--- config.mk ---
export PLATFORM = sky130hd
export DESIGN_NAME = spi_host_master
export DESIGN_NICKNAME = d
export VERILOG_FILES = /design/src/rtl/spi_host_pkg.sv /design/src/rtl/spi_clk_div.sv /design/src/rtl/spi_shift_engine.sv /design/src/rtl/spi_cs_decode.sv /design/src/rtl/spi_host_master.sv
export SDC_FILE = /design/constraint.sdc
export NUM_CORES = 1
export LEC_CHECK = 0
export BUFFER_PORTS_ARGS = -buffer_cell sky130_fd_sc_hd__buf_2
export CAP_MARGIN = 40
export CORE_MARGIN = 2
export CORE_UTILIZATION = 50
export CTS_CLUSTER_SIZE = 25
export DETAILED_ROUTE_END_ITERATION = 10
export GPL_ROUTABILITY_DRIVEN = 0
export PLACE_DENSITY = 0.7
export SYNTH_ARGS = -nofsm -noshare
export SYNTH_HDL_FRONTEND = slang
export SYNTH_HIERARCHICAL = 1
export SYNTH_SLANG_ARGS = --single-unit
--- constraint.sdc ---
create_clock -name clk -period 3.7 [get_ports clk]
set_input_delay 1.11 -clock clk [delete_from_list [all_inputs] [get_ports clk]]
set_output_delay 1.11 -clock clk [all_outputs]
set_load 0.005 [all_outputs]
--- src/rtl/spi_host_pkg.sv ---
// Package: register addresses and control/status bit positions shared by
// the serial master and its bench-facing register file.
// Assumes a 3-bit host address and a 16-bit register word.
package spi_host_pkg;
    localparam int ADDR_W = 3;

    localparam logic [ADDR_W-1:0] A_CTRL   = 3'd0;
    localparam logic [ADDR_W-1:0] A_DIV    = 3'd1;
    localparam logic [ADDR_W-1:0] A_TX     = 3'd2;
    localparam logic [ADDR_W-1:0] A_RX     = 3'd3;
    localparam logic [ADDR_W-1:0] A_STATUS = 3'd4;

    localparam int C_EN    = 0;
    localparam int C_CPOL  = 1;
    localparam int C_CPHA  = 2;
    localparam int C_WIDE  = 3;
    localparam int C_SEL   = 4;

    localparam int S_BUSY  = 0;
    localparam int S_FULL  = 1;
    localparam int S_FAULT = 2;
endpackage

--- src/rtl/spi_clk_div.sv ---
// Module: half-period timer for the serial clock.
// Emits a one-cycle tick every DIV cycles while run is high. The counter is
// held at zero while idle. Assumes div >= 2; the register file guarantees it.
module spi_clk_div #(
    parameter int DIV_W = 16
) (
    input  logic             clk,
    input  logic             rst_n,
    input  logic             run,
    input  logic [DIV_W-1:0] div,
    output logic             tick
);
    logic [DIV_W-1:0] cnt_q;

    // Tick when the count reaches the last cycle of a half period.
    always_comb tick = run && (cnt_q >= div - DIV_W'(1));

    // Half-period counter, cleared on tick or while idle.
    always_ff @(posedge clk) begin
        if (!rst_n)          cnt_q <= '0;
        else if (!run||tick) cnt_q <= '0;
        else                 cnt_q <= cnt_q + DIV_W'(1);
    end

    AST_TICK_SPACING: assert property (@(posedge clk) disable iff (!rst_n)
        tick |=> !tick);
endmodule

--- src/rtl/spi_shift_engine.sv ---
// Module: bit-level transfer engine.
// Counts serial clock edges and alternates between sample and shift edges as
// the clock phase setting dictates. Shifts out MSB first and assembles the
// received word. Assumes start is only honoured while idle and that the
// control inputs stay stable during a transfer.
module spi_shift_engine #(
    parameter int DATA_W = 16
) (
    input  logic              clk,
    input  logic              rst_n,
    input  logic              start,
    input  logic [DATA_W-1:0] tx_word,
    input  logic              wide,
    input  logic              cpol,
    input  logic              cpha,
    input  logic              tick,
    input  logic              abort,
    input  logic              miso,
    output logic              busy,
    output logic              sck,
    output logic              mosi,
    output logic              done,
    output logic [DATA_W-1:0] rx_word
);
    localparam int HALF_W = DATA_W / 2;
    localparam int EDGE_W = $clog2(2 * DATA_W);
    localparam int PTR_W  = $clog2(DATA_W) + 1;

    logic              busy_q, phase_q, mosi_q, done_q;
    logic [EDGE_W-1:0] edge_q, last_edge;
    logic [PTR_W-1:0]  ptr_q, top_idx;
    logic [DATA_W-1:0] tx_q, rx_sr, rx_next, rx_fit, rx_q;
    logic              sample_edge, ptr_neg;

    // Word-length dependent limits.
    always_comb begin
        last_edge = wide ? EDGE_W'(2 * DATA_W - 1) : EDGE_W'(2 * HALF_W - 1);
        top_idx   = wide ? PTR_W'(DATA_W - 1)      : PTR_W'(HALF_W - 1);
    end

    // Even edges lead; sample on leading edges for phase 0, trailing for 1.
    always_comb begin
        sample_edge = (~edge_q[0]) ^ cpha;
        ptr_neg     = ptr_q[PTR_W-1];
        rx_next     = sample_edge ? {rx_sr[DATA_W-2:0], miso} : rx_sr;
        rx_fit      = wide ? rx_next : {{HALF_W{1'b0}}, rx_next[HALF_W-1:0]};
    end

    // Transfer sequencing: start, per-edge shifting, completion and abort.
    always_ff @(posedge clk) begin
        if (!rst_n) begin
            busy_q  <= 1'b0;
            phase_q <= 1'b0;
            edge_q  <= '0;
            ptr_q   <= '0;
            tx_q    <= '0;
            rx_sr   <= '0;
            rx_q    <= '0;
            mosi_q  <= 1'b0;
            done_q  <= 1'b0;
        end else begin
            done_q <= 1'b0;
            if (abort) begin
                busy_q  <= 1'b0;
                phase_q <= 1'b0;
                edge_q  <= '0;
            end else if (start && !busy_q) begin
                busy_q  <= 1'b1;
                phase_q <= 1'b0;
                edge_q  <= '0;
                tx_q    <= tx_word;
                rx_sr   <= '0;
                if (!cpha) begin
                    mosi_q <= tx_word[top_idx[PTR_W-2:0]];
                    ptr_q  <= top_idx - PTR_W'(1);
                end else begin
                    ptr_q  <= top_idx;
                end
            end else if (busy_q && tick) begin
                phase_q <= ~phase_q;
                edge_q  <= edge_q + EDGE_W'(1);
                rx_sr   <= rx_next;
                if (!sample_edge && !ptr_neg) begin
                    mosi_q <= tx_q[ptr_q[PTR_W-2:0]];
                    ptr_q  <= ptr_q - PTR_W'(1);
                end
                if (edge_q == last_edge) begin
                    busy_q <= 1'b0;
                    done_q <= 1'b1;
                    rx_q   <= rx_fit;
                end
            end
        end
    end

    // Drive outputs from the state registers.
    always_comb begin
        busy    = busy_q;
        sck     = cpol ^ phase_q;
        mosi    = mosi_q;
        done    = done_q;
        rx_word = rx_q;
    end

    AST_SCK_IDLE: assert property (@(posedge clk) disable iff (!rst_n)
        !busy_q |-> (sck == cpol));
    AST_ABORT_STOPS: assert property (@(posedge clk) disable iff (!rst_n)
        abort |=> !busy_q);
    AST_SCK_ONLY_ON_TICK: assert property (@(posedge clk) disable iff (!rst_n)
        (busy_q && !tick && !abort) |=> $stable(phase_q));
endmodule

--- src/rtl/spi_cs_decode.sv ---
// Module: device-select decoder.
// Turns the device number into active-low selects. Output n-1 is low for
// device n only while active; device 0 selects nothing.
module spi_cs_decode #(
    parameter int NUM_CS = 7,
    parameter int SEL_W  = $clog2(NUM_CS + 1)
) (
    input  logic              clk,
    input  logic              rst_n,
    input  logic              active,
    input  logic [SEL_W-1:0]  sel,
    output logic [NUM_CS-1:0] cs_n
);
    for (genvar i = 0; i < NUM_CS; i++) begin : g_sel
        // One select line per device number.
        always_comb cs_n[i] = !(active && (sel == SEL_W'(i + 1)));
    end

    AST_CS_ONEHOT0: assert property (@(posedge clk) disable iff (!rst_n)
        $onehot0(~cs_n));
    AST_CS_IDLE: assert property (@(posedge clk) disable iff (!rst_n)
        !active |-> (&cs_n));
endmodule

--- src/rtl/spi_host_master.sv ---
// Module: top of the serial master.
// Holds the host-visible registers, synchronises the slave-select input,
// and connects the divider, shift engine and select decoder.
// Assumes single-cycle host strobes and a combinational read path.
module spi_host_master
    import spi_host_pkg::*;
#(
    parameter int DATA_W = 16,
    parameter int DIV_W  = 16,
    parameter int NUM_CS = 7
) (
    input  logic              clk,
    input  logic              rst_n,
    input  logic              host_wr,
    input  logic              host_rd,
    input  logic [2:0]        host_addr,
    input  logic [DATA_W-1:0] host_wdata,
    output logic [DATA_W-1:0] host_rdata,
    output logic              sck,
    output logic              mosi,
    input  logic              miso,
    input  logic              ss_n,
    output logic [NUM_CS-1:0] cs_n
);
    localparam int SEL_W = $clog2(NUM_CS + 1);
    localparam logic [DIV_W-1:0] DIV_MIN = DIV_W'(2);

    logic             en_q, cpol_q, cpha_q, wide_q;
    logic [SEL_W-1:0] sel_q;
    logic [DIV_W-1:0] div_q;
    logic             full_q, fault_q;
    logic             ss_meta_q, ss_sync_q;
    logic             busy, tick, done, abort, start, fault_clr;
    logic [DATA_W-1:0] rx_word;

    // Two-stage synchroniser for the external slave-select input.
    always_ff @(posedge clk) begin
        if (!rst_n) begin
            ss_meta_q <= 1'b1;
            ss_sync_q <= 1'b1;
        end else begin
            ss_meta_q <= ss_n;
            ss_sync_q <= ss_meta_q;
        end
    end

    // Decode of abort, start and fault-clear requests.
    always_comb begin
        abort     = en_q && !ss_sync_q;
        start     = host_wr && (host_addr == A_TX) && en_q && !fault_q && !abort;
        fault_clr = host_wr && (host_addr == A_STATUS) && host_wdata[S_FAULT];
    end

    // Control and divisor registers; divisor clamps to its legal minimum.
    always_ff @(posedge clk) begin
        if (!rst_n) begin
            en_q   <= 1'b0;
            cpol_q <= 1'b0;
            cpha_q <= 1'b0;
            wide_q <= 1'b0;
            sel_q  <= '0;
            div_q  <= DIV_MIN;
        end else if (host_wr) begin
            if (host_addr == A_CTRL) begin
                en_q   <= host_wdata[C_EN];
                cpol_q <= host_wdata[C_CPOL];
                cpha_q <= host_wdata[C_CPHA];
                wide_q <= host_wdata[C_WIDE];
                sel_q  <= host_wdata[C_SEL +: SEL_W];
            end
            if (host_addr == A_DIV)
                div_q <= (host_wdata[DIV_W-1:0] < DIV_MIN) ? DIV_MIN : host_wdata[DIV_W-1:0];
        end
    end

    // Receive-full and sticky fault flags; setting wins over clearing.
    always_ff @(posedge clk) begin
        if (!rst_n) begin
            full_q  <= 1'b0;
            fault_q <= 1'b0;
        end else begin
            if (done)                                    full_q <= 1'b1;
            else if (host_rd && (host_addr == A_RX))     full_q <= 1'b0;
            if (abort)          fault_q <= 1'b1;
            else if (fault_clr) fault_q <= 1'b0;
        end
    end

    // Combinational read multiplexer.
    always_comb begin
        host_rdata = '0;
        case (host_addr)
            A_CTRL: begin
                host_rdata[C_EN]           = en_q;
                host_rdata[C_CPOL]         = cpol_q;
                host_rdata[C_CPHA]         = cpha_q;
                host_rdata[C_WIDE]         = wide_q;
                host_rdata[C_SEL +: SEL_W] = sel_q;
            end
            A_DIV:    host_rdata = DATA_W'(div_q);
            A_RX:     host_rdata = rx_word;
            A_STATUS: begin
                host_rdata[S_BUSY]  = busy;
                host_rdata[S_FULL]  = full_q;
                host_rdata[S_FAULT] = fault_q;
            end
            default:  host_rdata = '0;
        endcase
    end

    spi_clk_div #(.DIV_W(DIV_W)) u_div (
        .clk(clk), .rst_n(rst_n), .run(busy), .div(div_q), .tick(tick)
    );

    spi_shift_engine #(.DATA_W(DATA_W)) u_eng (
        .clk(clk), .rst_n(rst_n), .start(start), .tx_word(host_wdata),
        .wide(wide_q), .cpol(cpol_q), .cpha(cpha_q), .tick(tick),
        .abort(abort), .miso(miso), .busy(busy), .sck(sck), .mosi(mosi),
        .done(done), .rx_word(rx_word)
    );

    spi_cs_decode #(.NUM_CS(NUM_CS), .SEL_W(SEL_W)) u_cs (
        .clk(clk), .rst_n(rst_n), .active(busy), .sel(sel_q), .cs_n(cs_n)
    );

    AST_DIV_FLOOR: assert property (@(posedge clk) disable iff (!rst_n)
        div_q >= DIV_MIN);
    AST_FULL_ON_DONE: assert property (@(posedge clk) disable iff (!rst_n)
        done |=> full_q);
    AST_FAULT_STICKY: assert property (@(posedge clk) disable iff (!rst_n)
        (fault_q && !fault_clr) |=> fault_q);
    AST_FAULT_BLOCKS_START: assert property (@(posedge clk) disable iff (!rst_n)
        (fault_q && !busy) |=> !busy);
endmodule

==> flow_metrics.env <==
export IMPL_wl_per_cell_microns=16.86
export IMPL_grt_max_degree=32
export IMPL_antenna_found_initial=1
export IMPL_grt_pass1_vias=4568
export IMPL_areaGrowthSynthToFinish_pct=11.58
export IMPL_wl_met2_microns=7123
export IMPL_ys_top_cells_by_area="dfxtp_1, nand2_1, mux2i_1, ha_1, a21oi_1"
export IMPL_finalWirelength_microns=14030
export IMPL_clock_latency_ns=0.36
export IMPL_cts_tree="yes"
export IMPL_ant_nets=0
export IMPL_leakage_uw=0.002289
export IMPL_grt_overflow=0
export IMPL_path_max_fanout=25
export IMPL_dpl_instance_area_sq_um=6172
export IMPL_n_fill_cell=1004
export IMPL_dieWidth_microns=111.8
export IMPL_ys_seq_elements=105
export IMPL_syn_avg_cell_area_sq_um=9.028
export IMPL_dieArea_sq_um=12510
export IMPL_synth_area_sq_um=5814
export IMPL_worstPathCellList="nor4_4, nand2_2, or3_1, xor2_1, ha_1, and4_1, nand2_2, a311oi_4, o31a_2, and4_2, a21oi_1, a311oi_1"
export IMPL_portBuffers=49
export IMPL_crit_path_end_kind="flop"
export IMPL_crit_top_cell="nand2_2"
export IMPL_grt_pass1_wl_microns=23070
export IMPL_synth_main_ff_cell="dfxtp_1"
export IMPL_power_density_nw_per_um2=338.3
export IMPL_htreeDepth=3
export IMPL_ys_warn_count=6
export IMPL_core_area_sq_um=11370
export IMPL_setup_viol=0
export IMPL_clock_skew_ns=0.01228
export IMPL_hold_start="ss_meta_q"
export IMPL_period_minus_slack_ns=3.486
export IMPL_io_pins=50
export IMPL_syn_instance_count=644
export IMPL_max_stage_delay_ns=0.55
export IMPL_cts_sinks=105
export IMPL_synth_edf_count=0
export IMPL_fin_area_sq_um=6487
export IMPL_drive_gt1_share_pct=19.48
export IMPL_route_vias_total=4783
export IMPL_worstSetupStartpointType="flop"
export IMPL_dr_pass1_iters=5
export IMPL_async_flop_share_pct=0
export IMPL_max_vdd_ir_drop_mv=0.2902
export IMPL_rr_worst_depth=12
export IMPL_outcome="finished clean"
export IMPL_max_cap_violations=0
export IMPL_worst_slack_ns=0.2143
export IMPL_path_clk_slew_ns=0.07
export IMPL_dp_slack_ns=0.03391
export IMPL_relSlewSlack_pct=42.09
export IMPL_route_met3_wl_microns=409
export IMPL_crit_required_ns=3.95
export IMPL_cp_top_family="simple AND/OR/NAND/NOR gates"
export IMPL_initial_utilization_pct=51.14
export IMPL_final_hold_violation_count=0
export IMPL_core_rowCount=39
export IMPL_r2r_start="div_q[3]"
export IMPL_via_per_inst=5.749
export IMPL_path_buf_inv=0
export IMPL_crit_cells=12
export IMPL_synth_commonest_cells="dfxtp_1, nand2_1, a21oi_1"
export IMPL_cts_made_buffers=9
export IMPL_wl_met1_microns=6209
export IMPL_hold_path_class="flop to flop"
export IMPL_setup_tns_ns=0
export IMPL_die_y_microns=111.8
export IMPL_clock_fmax_mhz=286.9
export IMPL_cts_buffer_depth=2
export IMPL_grt_setup_unrepaired="true"
export IMPL_fin_nets=728
export IMPL_instances_no_fill=832
export IMPL_yosysTopAreaCell="dfxtp_1"
export IMPL_seq_area_frac_synth_pct=36.15
export IMPL_slew_viol_final=0
export IMPL_synth_most_common_cell="dfxtp_1"
export IMPL_track_usage_pct=22.98
export IMPL_drtIter0Drc=323
export IMPL_root_buffer="clkbuf_16"
export IMPL_min_delay_path_depth=1
export IMPL_post_route_period_util_pct=94.21
export IMPL_dp_hpwl_microns=10500
export IMPL_maxUsedRoutingLayer="met4"
export IMPL_dpl_cell_count=815
export IMPL_tightest_slew_ns=0.8677
export IMPL_synth_distinct_cells=73
export IMPL_startpoint="div_q[3]"
export IMPL_crit_type="flop to flop"
export IMPL_crit_arrival_ns=3.74
export IMPL_cpMaxStageDelayCell="and4_2"
export IMPL_synth_nets=689
export IMPL_yosys_area_top_type_share_pct=36.15
export IMPL_drcViolationCount=0
routing by layer:
layer | vias to the layer above | global-route usage [%]
li1 | 2394 | -
met4 | 0 | 6.831
met5 | - | 0
met3 | 19 | 5.389
met1 | 2311 | 28.22
met2 | 59 | 40.12
worst paths after layout:
check                                         to  slack, ns
worst max-delay path            u_eng/rx_word[2]       0.21
worst min register to register         ss_sync_q       0.42
worst max register to register  u_eng/rx_word[2]       0.21
worst min-delay path                   ss_sync_q       0.42
area by class of cell:
| cell class | instances | area (sq um) | area share, % |
|---|---|---|---|
| sequential | 105 | 2102 | 32.40 |
| antenna | 1 | 2.502 | 0.03857 |
| clock inverter | 5 | 36.28 | 0.5593 |
| inverter | 17 | 63.81 | 0.9836 |
| multi-input combinational | 482 | 3473 | 53.54 |
| tap | 143 | 178.9 | 2.758 |
| timing repair buffer | 68 | 387.9 | 5.979 |
| clock buffer | 11 | 242.7 | 3.742 |
report_power, final:
group	leakage (uW)	total (uW)	internal (uW)	switching (uW)
Clock	0.000140	908	479	429
Combinational	0.00130	141	57.2	83.6
Sequential	0.000847	1150	1140	9.64
cells in the final DEF (no fill, tap or decap), types with 4 or more instances in the layout:
cell type / n
nand4_1: 15
mux2_1: 8
nor2b_1: 15
a21boi_0: 5
o21ai_0: 20
dfxtp_1: 105
a21boi_1: 10
buf_4: 19
nor4_1: 9
a311oi_1: 8
buf_2: 49
nand2_1: 88
xor2_1: 11
nor4_2: 14
mux2i_1: 32
o21a_1: 4
a21oi_1: 48
nand4bb_1: 4
ha_1: 20
a2bb2oi_1: 7
nand3_1: 6
clkbuf_16: 9
xnor2_1: 24
a22oi_1: 10
nor3_1: 11
nand2_2: 4
nor2_1: 40
inv_1: 16
worst register-to-register path: cells and delay by family, from the launching register on:
family                     cells  cell delay [ns]
adders and majority gates      1             0.29
DFF                            1             0.34
xor gates and xnor gates       1             0.16
AOI/OAI and AO/OA              4             0.93
and+or+nand+nor                6             1.66
per-stage QoR:
stage	utilization, %	power [uW]	hold slack, ns
6_report	57.06	2195	0.4170
3_5_place_dp	54.29	1310	0.3969
5_1_grt	57.04	2266	0.4444
3_3_place_gp	54.29	1307	0.4083
2_1_floorplan	-	1263	0.3863
4_1_cts	56.75	2213	0.4161
repair_timing:
action	in CTS	in global routing
gates resized for setup	1	5
setup buffers	0	0
endpoints found under the setup margin	1	19
pin swaps	0	2
hold buffers	0	0
cell families (layout without fill, tap and decap cells):
kind of cell,count (synthesis),in the layout,share of synthesized area [%]
AND/OR/NAND/NOR,244,244,24.47
XOR/XNOR,36,36,5.423
multiplexers,44,44,8.479
AO/OA/AOI/OAI,138,138,16.05
flip-flops,105,105,36.15
adder cells (fa/ha/maj),20,20,4.304
other,0,1,0
buffers and inverters,57,101,5.121
registers in the layout, summed over array words and instances, names as in the netlist, 3 cells and up:
name / cells
div_q: 16
sel_q: 3
u_eng/edge_q: 5
u_div/cnt_q: 16
u_eng/rx_word: 16
u_eng/rx_sr: 16
u_eng/tx_q: 16
u_eng/ptr_q: 5
No activity file was read; power rests on OpenSTA's default activity.
